==> src/rtl/i2c_tg_pkg.sv <==
package i2c_tg_pkg;
  typedef enum logic [1:0] {PH_IDLE, PH_START, PH_LOW, PH_HIGH} phase_e;

  localparam int SAMP_W     = 3;
  localparam int STEP_W     = 6;
  localparam int HS_STEP_W  = 3;
  localparam int CFG_W      = 16;
  localparam int STD_SAMP_LSB = 8;
  localparam int STD_STEP_LSB = 0;
  localparam int HS_SAMP_LSB  = 12;
  localparam int HS_STEP_LSB  = 8;
  localparam logic [1:0] HS_EN_CODE = 2'b11;
endpackage

==> src/rtl/tg_prescaler.sv <==
module tg_prescaler #(
  parameter int DIV_W = 8
) (
  input  logic             clk,
  input  logic             rst_n,
  input  logic             run,
  input  logic [DIV_W-1:0] div_m1,
  output logic             tick
);
  logic [DIV_W-1:0] cnt;

  assign tick = run && (cnt >= div_m1);

  always_ff @(posedge clk or negedge rst_n) begin
    if (!rst_n)       cnt <= '0;
    else if (!run)    cnt <= '0;
    else if (tick)    cnt <= '0;
    else              cnt <= cnt + 1'b1;
  end

  // a divider above one never yields two ticks in a row
  p_tick_gap_r1: assert property (@(posedge clk) disable iff (!rst_n)
    (tick && div_m1 != '0 && $stable(div_m1)) |=> !tick);
endmodule

==> src/rtl/tg_half_counter.sv <==
module tg_half_counter #(
  parameter int SAMP_W = 3,
  parameter int STEP_W = 6
) (
  input  logic              clk,
  input  logic              rst_n,
  input  logic              run,
  input  logic              tick,
  input  logic [SAMP_W-1:0] samp_m1,
  input  logic [STEP_W-1:0] step_m1,
  output logic              half_done,
  output logic              at_mid
);
  logic [SAMP_W-1:0] samp_cnt;
  logic [STEP_W-1:0] step_cnt;
  logic [SAMP_W:0]   mid_samp;
  logic              step_wrap;

  assign mid_samp  = ({1'b0, samp_m1} + 1'b1) >> 1;
  assign step_wrap = (step_cnt == step_m1);
  assign half_done = tick && step_wrap && (samp_cnt == samp_m1);
  assign at_mid    = tick && (step_cnt == '0) && ({1'b0, samp_cnt} == mid_samp);

  always_ff @(posedge clk or negedge rst_n) begin
    if (!rst_n) begin
      samp_cnt <= '0;
      step_cnt <= '0;
    end else if (!run) begin
      samp_cnt <= '0;
      step_cnt <= '0;
    end else if (tick) begin
      if (step_wrap) begin
        step_cnt <= '0;
        samp_cnt <= (samp_cnt == samp_m1) ? '0 : samp_cnt + 1'b1;
      end else begin
        step_cnt <= step_cnt + 1'b1;
      end
    end
  end

  // counters never run past the limits latched for the current half
  p_step_range_r2: assert property (@(posedge clk) disable iff (!rst_n)
    run |-> (step_cnt <= step_m1 && samp_cnt <= samp_m1));
endmodule

==> src/rtl/i2c_scl_timegen.sv <==
module i2c_scl_timegen
  import i2c_tg_pkg::*;
#(
  parameter int DIV_W = 8
) (
  input  logic             clk,
  input  logic             rst_n,
  input  logic             enable,
  input  logic             hold_long,
  input  logic [DIV_W-1:0] clkdiv_m1,
  input  logic [15:0]      std_timing,
  input  logic [15:0]      hs_timing,
  input  logic             hs_req,
  output logic             scl_o,
  output logic             shift_stb,
  output logic             sample_stb,
  output logic             hs_active
);
  localparam int HS_PAD = STEP_W - HS_STEP_W;

  phase_e            phase;
  logic              hold_left;
  logic              running;
  logic              tick;
  logic              half_done;
  logic              at_mid;
  logic [SAMP_W-1:0] cur_samp_m1, sel_samp_m1;
  logic [STEP_W-1:0] cur_step_m1, sel_step_m1;
  logic [SAMP_W-1:0] std_samp, hs_samp;
  logic [STEP_W-1:0] std_step, hs_step;
  logic              hs_accept;

  assign running  = (phase != PH_IDLE);
  assign std_samp = std_timing[STD_SAMP_LSB +: SAMP_W];
  assign std_step = std_timing[STD_STEP_LSB +: STEP_W];
  assign hs_samp  = hs_timing[HS_SAMP_LSB +: SAMP_W];
  assign hs_step  = {{HS_PAD{1'b0}}, hs_timing[HS_STEP_LSB +: HS_STEP_W]};
  assign sel_samp_m1 = hs_active ? hs_samp : std_samp;
  assign sel_step_m1 = hs_active ? hs_step : std_step;
  assign hs_accept = running && enable && hs_req && (hs_timing[1:0] == HS_EN_CODE);

  tg_prescaler #(.DIV_W(DIV_W)) u_presc (
    .clk(clk), .rst_n(rst_n), .run(running), .div_m1(clkdiv_m1), .tick(tick)
  );

  tg_half_counter #(.SAMP_W(SAMP_W), .STEP_W(STEP_W)) u_half (
    .clk(clk), .rst_n(rst_n), .run(running), .tick(tick),
    .samp_m1(cur_samp_m1), .step_m1(cur_step_m1),
    .half_done(half_done), .at_mid(at_mid)
  );

  always_ff @(posedge clk or negedge rst_n) begin
    if (!rst_n) begin
      phase       <= PH_IDLE;
      hold_left   <= 1'b0;
      cur_samp_m1 <= '0;
      cur_step_m1 <= '0;
      hs_active   <= 1'b0;
    end else if (!running) begin
      cur_samp_m1 <= std_samp;
      cur_step_m1 <= std_step;
      hs_active   <= 1'b0;
      if (enable) begin
        phase     <= PH_START;
        hold_left <= hold_long;
      end
    end else if (!enable) begin
      phase     <= PH_IDLE;
      hs_active <= 1'b0;
    end else begin
      if (hs_accept) hs_active <= 1'b1;
      if (half_done) begin
        cur_samp_m1 <= sel_samp_m1;
        cur_step_m1 <= sel_step_m1;
        case (phase)
          PH_START: begin
            if (hold_left) hold_left <= 1'b0;
            else           phase     <= PH_LOW;
          end
          PH_LOW:  phase <= PH_HIGH;
          default: phase <= PH_LOW;
        endcase
      end
    end
  end

  assign scl_o      = (phase != PH_LOW);
  assign shift_stb  = (phase == PH_LOW)  && at_mid;
  assign sample_stb = (phase == PH_HIGH) && at_mid;

  p_idle_quiet_r6: assert property (@(posedge clk) disable iff (!rst_n)
    $past(!enable) |-> (scl_o && !shift_stb && !sample_stb));

  p_scl_on_tick_r2: assert property (@(posedge clk) disable iff (!rst_n)
    (!$stable(scl_o) && $past(enable)) |-> $past(tick));

  p_hs_code_r9: assert property (@(posedge clk) disable iff (!rst_n)
    $rose(hs_active) |-> ($past(hs_req) && $past(hs_timing[1:0]) == HS_EN_CODE));

  p_hs_clear_r10: assert property (@(posedge clk) disable iff (!rst_n)
    $past(!enable) |-> !hs_active);
endmodule

==> config.mk <==
export PLATFORM = sky130hd
export DESIGN_NAME = i2c_scl_timegen
export DESIGN_NICKNAME = d
export VERILOG_FILES = /design/src/rtl/i2c_tg_pkg.sv /design/src/rtl/tg_prescaler.sv /design/src/rtl/tg_half_counter.sv /design/src/rtl/i2c_scl_timegen.sv
export SDC_FILE = /design/constraint.sdc
export NUM_CORES = 1
export LEC_CHECK = 0
export BUFFER_PORTS_ARGS = -buffer_cell sky130_fd_sc_hd__buf_2
export CORE_MARGIN = 5
export CORE_UTILIZATION = 50
export DETAILED_ROUTE_END_ITERATION = 16
export PLACE_DENSITY = 0.87
export SLEW_MARGIN = 20
export SYNTH_ARGS = -nofsm -noshare
export SYNTH_HDL_FRONTEND = slang
export SYNTH_HIERARCHICAL = 1
export SYNTH_SLANG_ARGS = --single-unit
==> constraint.sdc <==
create_clock -name clk -period 5.97 [get_ports clk]
set_clock_uncertainty 0.2 [all_clocks]
set_input_delay 0.2985 -clock clk [delete_from_list [all_inputs] [get_ports clk]]
set_output_delay 0.2985 -clock clk [all_outputs]
set_load 0.05 [all_outputs]
# Yosys cells after proc, flatten, opt, wreduce, memory -nomap -nowiden
# Cells that the tools add are included.
# totals
in_bits	45
regBits	30
# classes
mux	31
order_cmp	1
addsub	4
eq_ne	16
reduce_logical	17
# ops
cell	count
two-way mux 6 bit	7
two-way mux 3 bit	8
two-way mux 8 bit	2
logical AND 1 bit	10
two-way mux 2 bit	5
adder 8 x 1 -> 8 bit, second input constant	1
>= comparator 8 bit	1
two-way mux 1 bit	8
!= test 2 x 1 -> 1 bit, second input constant	4
adder 6 x 1 -> 6 bit, second input constant	1
== test 2 bit, second input constant	3
== test 3 bit	2
== test 6 bit	1
logical NOT 6 bit	1
!= test 3 x 2 -> 1 bit, second input constant	2
AND reduction 3 bit	2
adder 3 x 1 -> 4 bit, second input constant	1
!= test 2 bit, second input constant	2
!= test 4 bit, second input constant	1
one-hot mux 2 bit (2 select lines)	1
AND reduction 2 bit	2
nonzero test 2 bit	2
adder 3 x 1 -> 3 bit, second input constant	1
== test 2 x 1 -> 1 bit, second input constant	1

# Logic depth before layout (Yosys ltp)
# Gate-level depths: netlist (run 1).
# depth
depth_word	7
ltp_mapped	12
mapped_depth_nobuf	11

# Cells and area by module
# The synthesis (run 1) kept the hierarchy.
# modules_own_cells
module	seq_area_each_um2	instances	cells_per_inst	area_per_inst_um2
tg_half_counter	225.2	1	78	706.9
i2c_scl_timegen	325.3	1	65	656.9
tg_prescaler	200.2	1	59	576.8

# Least setup slack after synthesis (run 1)
# OpenSTA, ideal clock, no wires.
# synth_path
kind	reg-to-output
start	register u_presc.cnt[0]
end	output port shift_stb
path_buffers	1
required_ns	5.472
path_slack_ns	2.976
stages_incl_launch_ff	12
t_arrival_ns	2.496
cell_sequence	dfrtp_1 > inv_1 > ha_1 > nand2b_1 > a21oi_4 > o31ai_1 > and2_1 > clkbuf_1 > nand4b_1 > nor3_1 > nand2_1 > nor2_1
# synth_via
elab_chain_cells	5
# synth_lines
element	line	source
start, declared	tg_prescaler.sv:10	logic [DIV_W-1:0] cnt;
start signal, assigned	tg_prescaler.sv:18	else cnt <= cnt + 1'b1;
>= comparator 8 bit	tg_prescaler.sv:12	assign tick = run && (cnt >= div_m1);
logical AND 1 bit	tg_prescaler.sv:12	
via tick	i2c_scl_timegen.sv:24	logic tick;
logical AND 1 bit (2 in a row)	tg_half_counter.sv:22	assign at_mid = tick && (step_cnt == '0) && ({1'b0, samp_cnt} == mid_samp);
via at_mid	i2c_scl_timegen.sv:26	logic at_mid;
logical AND 1 bit	i2c_scl_timegen.sv:88	assign shift_stb = (phase == PH_LOW) && at_mid;
end, declared	i2c_scl_timegen.sv:15	output logic shift_stb,
# The timed path passes the listed nets, and every way through them passes these cells.

# Worst setup path after layout (run 1)
# layout_path
start	register u_presc.cnt[0]
end	register cur_step_m1[3]
# layout_via
elab_chain_cells	6
# layout_lines
element	line	source
>= comparator 8 bit	tg_prescaler.sv:12	
logical AND 1 bit	tg_prescaler.sv:12	
via tick	i2c_scl_timegen.sv:24	
logical AND 1 bit (2 in a row)	tg_half_counter.sv:21	assign half_done = tick && step_wrap && (samp_cnt == samp_m1);
via half_done	i2c_scl_timegen.sv:25	logic half_done;
!= test 2 x 1 -> 1 bit (no source line)	n/a	
AND reduction 2 bit (no source line)	n/a	
end signal, assigned	i2c_scl_timegen.sv:61	cur_step_m1 <= std_step;
end signal, assigned	i2c_scl_timegen.sv:74	cur_step_m1 <= sel_step_m1;
end, declared	i2c_scl_timegen.sv:28	logic [STEP_W-1:0] cur_step_m1, sel_step_m1;
# The timed path passes the listed nets, and every way through them passes these cells.
# A chain may end at the register's enable or synchronous reset.

==> results of run 1 <==
[metal layers]
| layer | global-route usage [%] | part of all wire, % | vias up |
|---|---|---|---|
| met5 | 0 | 0 | - |
| met4 | 8.14 | 2.2 | 0 |
| met3 | 4.57 | 6.7 | 9 |
| met2 | 25.0 | 47 | 48 |
| met1 | 21.0 | 44 | 748 |
| li1 | - | - | 779 |
[worst max path at each step]
stage | end | slack, ns | cells after the start
4_1_cts | cur_step_m1[3] | 2.61 | 10
6_report | cur_step_m1[3] | 2.63 | 10
3_5_place_dp | cur_step_m1[3] | 2.64 | 10
3_3_place_gp | cur_step_m1[3] | 2.73 | 10
2_1_floorplan | shift_stb | 2.98 | 11
5_1_grt | cur_samp_m1[2] | 2.36 | 11
[registers in the layout, summed over array words and instances, names as in the netlist]
register         count
u_presc/cnt          8
cur_step_m1          6
u_half/step_cnt      6
cur_samp_m1          3
u_half/samp_cnt      3
phase                2
hold_left            1
hs_active            1
[per-stage QoR]
| stage | utilization [%] | std cells | hold slack, ns |
|---|---|---|---|
| floorplan | - | 202 | -0.197 |
| global placement | 57.4 | 279 | 0.162 |
| detailed placement | 57.4 | 279 | 0.161 |
| CTS | 59.8 | 287 | 0.0180 |
| global route | 59.8 | 287 | 0.0266 |
| finish | 59.8 | 287 | 0.0289 |
[power by group]
group          total [mW]  switching, mW  internal, mW
Combinational      0.0655         0.0337        0.0318
Sequential          0.222         0.0101         0.212
Clock               0.151         0.0733        0.0779
Total               0.439          0.117         0.322
[timing repair]
action	4_1_cts	5_1_grt
hold endpoints to repair	30	0
hold buffers	1	0
gates resized for setup	0	0
[logic make-up (layout without fill, tap and decap cells)]
| family | count (synthesis) | in the layout | share of synthesized area, % |
|---|---|---|---|
| compound gates | 45 | 45 | 18.2 |
| xor+xnor | 22 | 22 | 10.3 |
| fa+ha+maj | 13 | 13 | 8.38 |
| buf+inv | 16 | 53 | 3.93 |
| flops | 30 | 30 | 38.7 |
| simple gates | 76 | 76 | 20.5 |
[critical path, stage by stage (launching register included)]
cell,delay [ns]
dfrtp_1,0.42
inv_1,0.07
ha_1,0.26
nand2b_1,0.15
a21oi_4,0.08
o31ai_1,0.23
and2_1,0.33
nand3_1,0.28
nor3_1,0.70
a2bb2oi_4,0.22
a22o_1,0.28
[synthesized netlist by cell type, types with 2 or more instances]
cell	count	area share (%)
and3_1	3	0.97
a21oi_1	14	3.6
dfrtp_1	30	39
nor2b_1	3	0.97
a22o_1	3	1.4
o31ai_1	2	0.77
o21ai_0	7	1.8
a31oi_1	2	0.64
o21a_1	2	0.77
nand3_1	11	2.8
nor3_1	3	0.77
o211ai_1	2	0.77
nor2_1	21	4.1
buf_6	2	1.2
ha_1	13	8.4
xor2_1	7	3.2
or4_1	2	0.77
nand2b_1	4	1.3
inv_1	12	2.3
a21boi_1	3	1.2
nand2_1	16	3.1
xnor2_1	14	6.3
[final cells by class]
class / instances / area (µm²) / share of cell area [%]
clock inverter: 2 / 10.0 / 0.450
clock buffer: 5 / 68.8 / 3.10
inverter: 12 / 45.0 / 2.03
multi-input combinational: 156 / 1110 / 50.1
tap: 48 / 60.1 / 2.70
sequential: 30 / 751 / 33.8
timing repair buffer: 34 / 175 / 7.88
==> key figures, run 1 <==
STA
  – Final period demand of the worst path: roughly 3.3 ns
  – Number of max-slew violations in the final report: 0
  – Final number of setup-violating endpoints: 0
  – Number of endpoints with negative hold slack in the final report: 0
  – Slew HR: 45.7%
  – Worst Max-Slew Pin Slew: 0.809 ns
  – Unrepaired setup endpoints after global routing: no
  – Setup Total Neg Slack: 0 ns
  – Highest clock rate: 299 MHz
  – Setup ws final: 2.63 ns
  – Final critical-path share of the clock period: a little under three fifths

Pwr
  – Total power per unit cell area: 197 nW/µm²
  – Leak Pwr: between 1 and 1.5 nW
  – Pwr Total: 0.439 mW
  – Worst IR Drop VDD: around 0.00014 V

Logic synthesis
  – Fraction of registers with async set or reset after synthesis: 100%
  – Number of warnings reported in the yosys synthesis log: 6
  – Mapped Nets: 260
  – Post-synthesis sequential element count: 30
  – Count of flip-flops with a built-in enable after synthesis: 0
  – Register area share after synthesis: 38.7%
  – Per-instance average area after synthesis: 9.61 µm²
  – Post-synthesis cell area: about 1900 µm²
  – Post-synthesis cell count: between 200 and 250
  – Count of cell types in the netlist: 48
  – Commonest register cell after synthesis: dfrtp_1

Drt
  – Vias: 1584
  – Final Routed Wirelength: 3830 µm
  – Final routed DRC violation total: 0
  – Remaining number of nets flagged by the antenna check after routing: 0
  – DRT iter0 DRCs: 66
  – Number of detailed-routing iterations run before antenna repair: 4
  – Via/cell ratio: 5.52
  – Per-cell routed wire length: 13.4 µm

Die
  – Vertical die dimension: approximately 72 µm
  – Number of placement rows: 22
  – Area of the die: between 5000 and 6000 µm²
  – Number of ports placed on the die boundary: slightly below 50
  – Core region area: roughly 3700 µm²
  – Initial Util: between 50% and 60%
  – Die extent in x: 72.3 µm

Clock tree
  – Clock insertion delay at the later pin of the skew report: 0.29 ns
  – TritonCTS clock tree: built
  – Buffers from clock root to sink, at most: 2
  – Clock buffer count from CTS: 5
  – Deepest level of the CTS H-tree: 2
  – Clk sinks: 30
  – CTS clk-pin slew, worst paths: 0.06 ns
  – CTS root buffer: clkbuf_8
  – # Post-CTS Setup Buffers: 0

Setup path
  – Depth of the worst register-to-register path: 10
  – Critical Path Fanout Max: 10
  – Setup slack, reg-to-reg: 2.63 ns
  – Critical Path Source Type: register
  – End of the worst register-to-register path: cur_step_m1[3]
  – Type of destination of the critical path: register
  – Beginning of the worst register-to-register path: u_presc/cnt[0]
  – Arrival time reported for the critical path endpoint: 3.31 ns
  – Critical path startpoint: u_presc/cnt[0]
  – Req. time, crit path: between 5 and 6 ns
  – Worst setup path category: register to register

Placement
  – Final RePlAce weighted congestion: 0.814
  – Detailed placer's ending HPWL: 2890 µm
  – Area of placed instances: 2130 µm²
  – Pre-CTS setup slack: 2.64 ns
  – Number of I/O port buffers: 33

Hold path
  – Worst min-delay path endpoint: cur_step_m1[4]
  – Number of cells traversed by the worst hold path: 2
  – Startpoint of the lowest-slack hold path: std_timing[4]
  – Worst min-delay path category: input port to register

Global route
  – Vias in the first global route: ~1.6k
  – GRT Residual Overflow: 0
  – Pin count of the biggest net entering global routing: 31
  – Overall track demand over capacity in global routing: 16.3%
  – Global-route wire length before repair: 6620 µm
  – Antenna violations before repair: 0

Cells and area
  – Cell area after layout: 2220 µm²
  – Diodes inserted: 0
  – Post-layout nets: 297
  – Area growth syn-to-layout: 14.6%
  – Fill cells: around 330
  – Leading cell type in the layout, fill and taps excluded: buf_2
  – Share of post-route cells with drive strength above 1: 22.2%
  – Leading cell types in the layout, fill and taps excluded: buf_2 (33), dfrtp_1 (30), nor2_1 (21)

Job
  – Number of violations of the max-capacitance limit: 0

Status
  – Run status: completed
Power figures use the tool's default switching activity.
==> inputs of run 2 (changes only) <==
==> constraint.sdc (replaced) <==
create_clock -name clk -period 3.5 [get_ports clk]
set_clock_uncertainty 0.2 [all_clocks]
set_input_delay 0.175 -clock clk [delete_from_list [all_inputs] [get_ports clk]]
set_output_delay 0.175 -clock clk [all_outputs]
set_load 0.05 [all_outputs]
==> run 2 against run 1 <==
Net effect: core utilization is 4.8 points higher; routed wire length is 20% higher; first-iteration DRC count is 29% higher; largest power group unchanged; via count is 5.9% higher; clock power is 74% higher; sequential share of layout area is 2.5 points lower; largest cell class unchanged.
==> key figures, run 2 (synthesis results as in run 1) <==
Hold path
  – Worst min-delay path endpoint: cur_step_m1[2] (was cur_step_m1[4])
  – Number of cells traversed by the worst hold path: 3 (was 2)
  – Startpoint of the lowest-slack hold path: hs_timing[10] (was std_timing[4])
  – Worst min-delay path category: input port to register (unchanged)

STA
  – Final number of setup-violating endpoints: 0 (unchanged)
  – Number of max-slew violations in the final report: 0 (unchanged)
  – Worst Max-Slew Pin Slew: 0.660 ns (was 0.809 ns)
  – Unrepaired setup endpoints after global routing: no (unchanged)
  – Final critical-path share of the clock period: 90.0% (was 55.9%)
  – Slew HR: 56.0% (was 45.7%)
  – Final period demand of the worst path: 3.15 ns (was 3.34 ns)
  – Number of endpoints with negative hold slack in the final report: 0 (unchanged)
  – Setup Total Neg Slack: 0 ns (unchanged)
  – Highest clock rate: 317 MHz (was 299 MHz)

Die
  – Number of placement rows: 22 (unchanged)
  – Area of the die: 5230 µm² (unchanged)
  – Initial Util: 52.2% (unchanged)
  – Die extent in x: 72.3 µm (unchanged)
  – Vertical die dimension: 72.3 µm (unchanged)
  – Core region area: 3720 µm² (unchanged)
  – Number of ports placed on the die boundary: 49 (unchanged)

Cells and area
  – Leading cell types in the layout, fill and taps excluded: buf_2 (33), dfrtp_1 (30), nor2_1 (21) (unchanged)
  – Share of post-route cells with drive strength above 1: 21.0% (was 22.2%)
  – Area growth syn-to-layout: 23.7% (was 14.6%)
  – Regs by FF count: u_presc/cnt (8), cur_step_m1 (6), u_half/step_cnt (6) (unchanged)
  – Number of flip-flops in the largest register: 8 (unchanged)
  – Register with the highest flop count: u_presc/cnt (unchanged)
  – Diodes inserted: 0 (unchanged)
  – Cell area after layout: 2400 µm² (was 2220 µm²)
  – Cell Count, Final, Fillers Out: 305 (was 287)
  – Leading cell type in the layout, fill and taps excluded: buf_2 (unchanged)
  – Post-layout nets: 315 (was 297)

Placement
  – Detailed placer's ending HPWL: 3180 µm (was 2890 µm)
  – Final RePlAce weighted congestion: 0.796 (was 0.814)
  – Area of placed instances: 2140 µm² (was 2130 µm²)
  – Placed Cells: 280 (was 279)
  – Number of I/O port buffers: 33 (unchanged)

Status
  – Run status: completed (unchanged)

Pwr
  – Total power per unit cell area: 322 nW/µm² (was 197 nW/µm²)
  – Worst IR Drop VDD: 0.000266 V (was 0.000145 V)
  – Leak Pwr: 1.12 nW (was 1.04 nW)

Setup path
  – Req. time, crit path: 3.47 ns (was 5.94 ns)
  – Critical Path Max Stage Delay: 0.43 ns (was 0.70 ns)
  – End of the worst register-to-register path: cur_step_m1[5] (was cur_step_m1[3])
  – Critical Path Fanout Max: 10 (unchanged)
  – Worst setup path category: register to register (unchanged)
  – Setup slack, reg-to-reg: 0.35 ns (was 2.63 ns)
  – Beginning of the worst register-to-register path: u_presc/cnt[2] (was u_presc/cnt[0])
  – Arrival time reported for the critical path endpoint: 3.12 ns (was 3.31 ns)
  – Cell at the slowest stage of the critical path: dfrtp_1 (was nor3_1)
  – Critical Path Source Type: register (unchanged)
  – Depth of the worst register-to-register path: 11 (was 10)
  – Type of destination of the critical path: register (unchanged)
  – List of cells traversed by the critical path: ha_1, or3_1, a21oi_1, o31ai_1, and2_1, nand3_1, nor3_1, buf_4, a2bb2oi_4, nor2_4, a22o_1 (was inv_1, ha_1, nand2b_1, a21oi_4, o31ai_1, and2_1, nand3_1, nor3_1, a2bb2oi_4, a22o_1)

Global route
  – Global-route wire length before repair: 7710 µm (was 6620 µm)
  – Antenna violations before repair: 0 (unchanged)
  – GRT Residual Overflow: 0 (unchanged)
  – Pin count of the biggest net entering global routing: 31 (unchanged)
  – Overall track demand over capacity in global routing: 19.3% (was 16.3%)
  – Vias in the first global route: 1695 (was 1563)

Drt
  – Final routed DRC violation total: 0 (unchanged)
  – Vias: 1678 (was 1584)
  – Per-cell routed wire length: 15.1 µm (was 13.4 µm)
  – DRT iter0 DRCs: 85 (was 66)
  – Final Routed Wirelength: 4600 µm (was 3830 µm)
  – Via/cell ratio: 5.50 (was 5.52)
  – Number of detailed-routing iterations run before antenna repair: 4 (unchanged)
  – Remaining number of nets flagged by the antenna check after routing: 0 (unchanged)

Clock tree
  – CTS clk-pin slew, worst paths: 0.06 ns (about the same)
  – CTS root buffer: clkbuf_8 (unchanged)
  – Deepest level of the CTS H-tree: 2 (unchanged)
  – Clock insertion delay at the later pin of the skew report: 0.28 ns (was 0.29 ns)
  – Clock buffer count from CTS: 5 (unchanged)
  – Clk sinks: 30 (unchanged)
  – TritonCTS clock tree: built (unchanged)
  – Buffers from clock root to sink, at most: 2 (unchanged)

Job
  – Number of violations of the max-capacitance limit: 0 (unchanged)
==> run 2: layout make-up <==
class / count / area [µm²]
fill: 300 / 1320
multi-input combinational: 156 / 1110
sequential: 30 / 751
timing repair buffer: 52 / 353
clock buffer: 5 / 68.8
tap: 48 / 60.1
inverter: 12 / 45.0
clock inverter: 2 / 10.0
==> run 2: stage by stage <==
step	setup WS (ns)	utilization, %	total power, mW	hold WS (ns)
after floorplan	0.552	-	0.459	-0.321
after global placement	0.474	57.6	0.492	0.0359
after detailed placement	0.380	57.6	0.499	0.0409
after CTS	0.359	64.6	0.773	0.00681
after global routing	0.169	64.6	0.808	0.0181
final	0.349	64.6	0.773	0.00257
==> run 2: how the worst max path moves through the flow <==
| stage | cells past startpoint | end | from | slack, ns |
|---|---|---|---|---|
| final | 11 | cur_step_m1[5] | u_presc/cnt[2] | 0.35 |
| after global routing | 11 | cur_step_m1[5] | u_presc/cnt[2] | 0.17 |
| after CTS | 11 | cur_step_m1[5] | u_presc/cnt[2] | 0.36 |
| after detailed placement | 11 | cur_step_m1[5] | u_presc/cnt[2] | 0.38 |
| after global placement | 11 | cur_step_m1[5] | u_presc/cnt[2] | 0.47 |
| after floorplan | 11 | cur_step_m1[3] | u_presc/cnt[0] | 0.55 |
==> run 2: critical path, delay by kind of cell (launching register included) <==
family                   cells  cell delay (ns)
flip-flops                   1             0.43
AND/OR/NAND/NOR              5             1.01
buffers and inverters        1             0.18
adder cells (fa/ha/maj)      1             0.28
AO/OA/AOI/OAI                4             0.92
==> run 2: power breakdown <==
part / internal (mW) / total (mW) / switching [mW]
logic: 0.0666 / 0.130 / 0.0638
registers: 0.362 / 0.380 / 0.0183
clock network: 0.133 / 0.262 / 0.129
==> run 2: timing repair <==
| item | CTS | global route |
|---|---|---|
| setup buffers | 0 | 0 |
| hold buffers | 18 | 0 |
| gates resized for setup | 0 | 0 |
| hold endpoints to repair | 43 | 0 |
==> run 2: per-layer routing <==
metal  wire (µm)  vias to the layer above  GRT usage, %
li1            -                      816             -
met1        1910                      810          22.6
met2        2380                       44          32.6
met3         238                        8          6.37
met4          78                        0          7.31
met5           0                        -             0
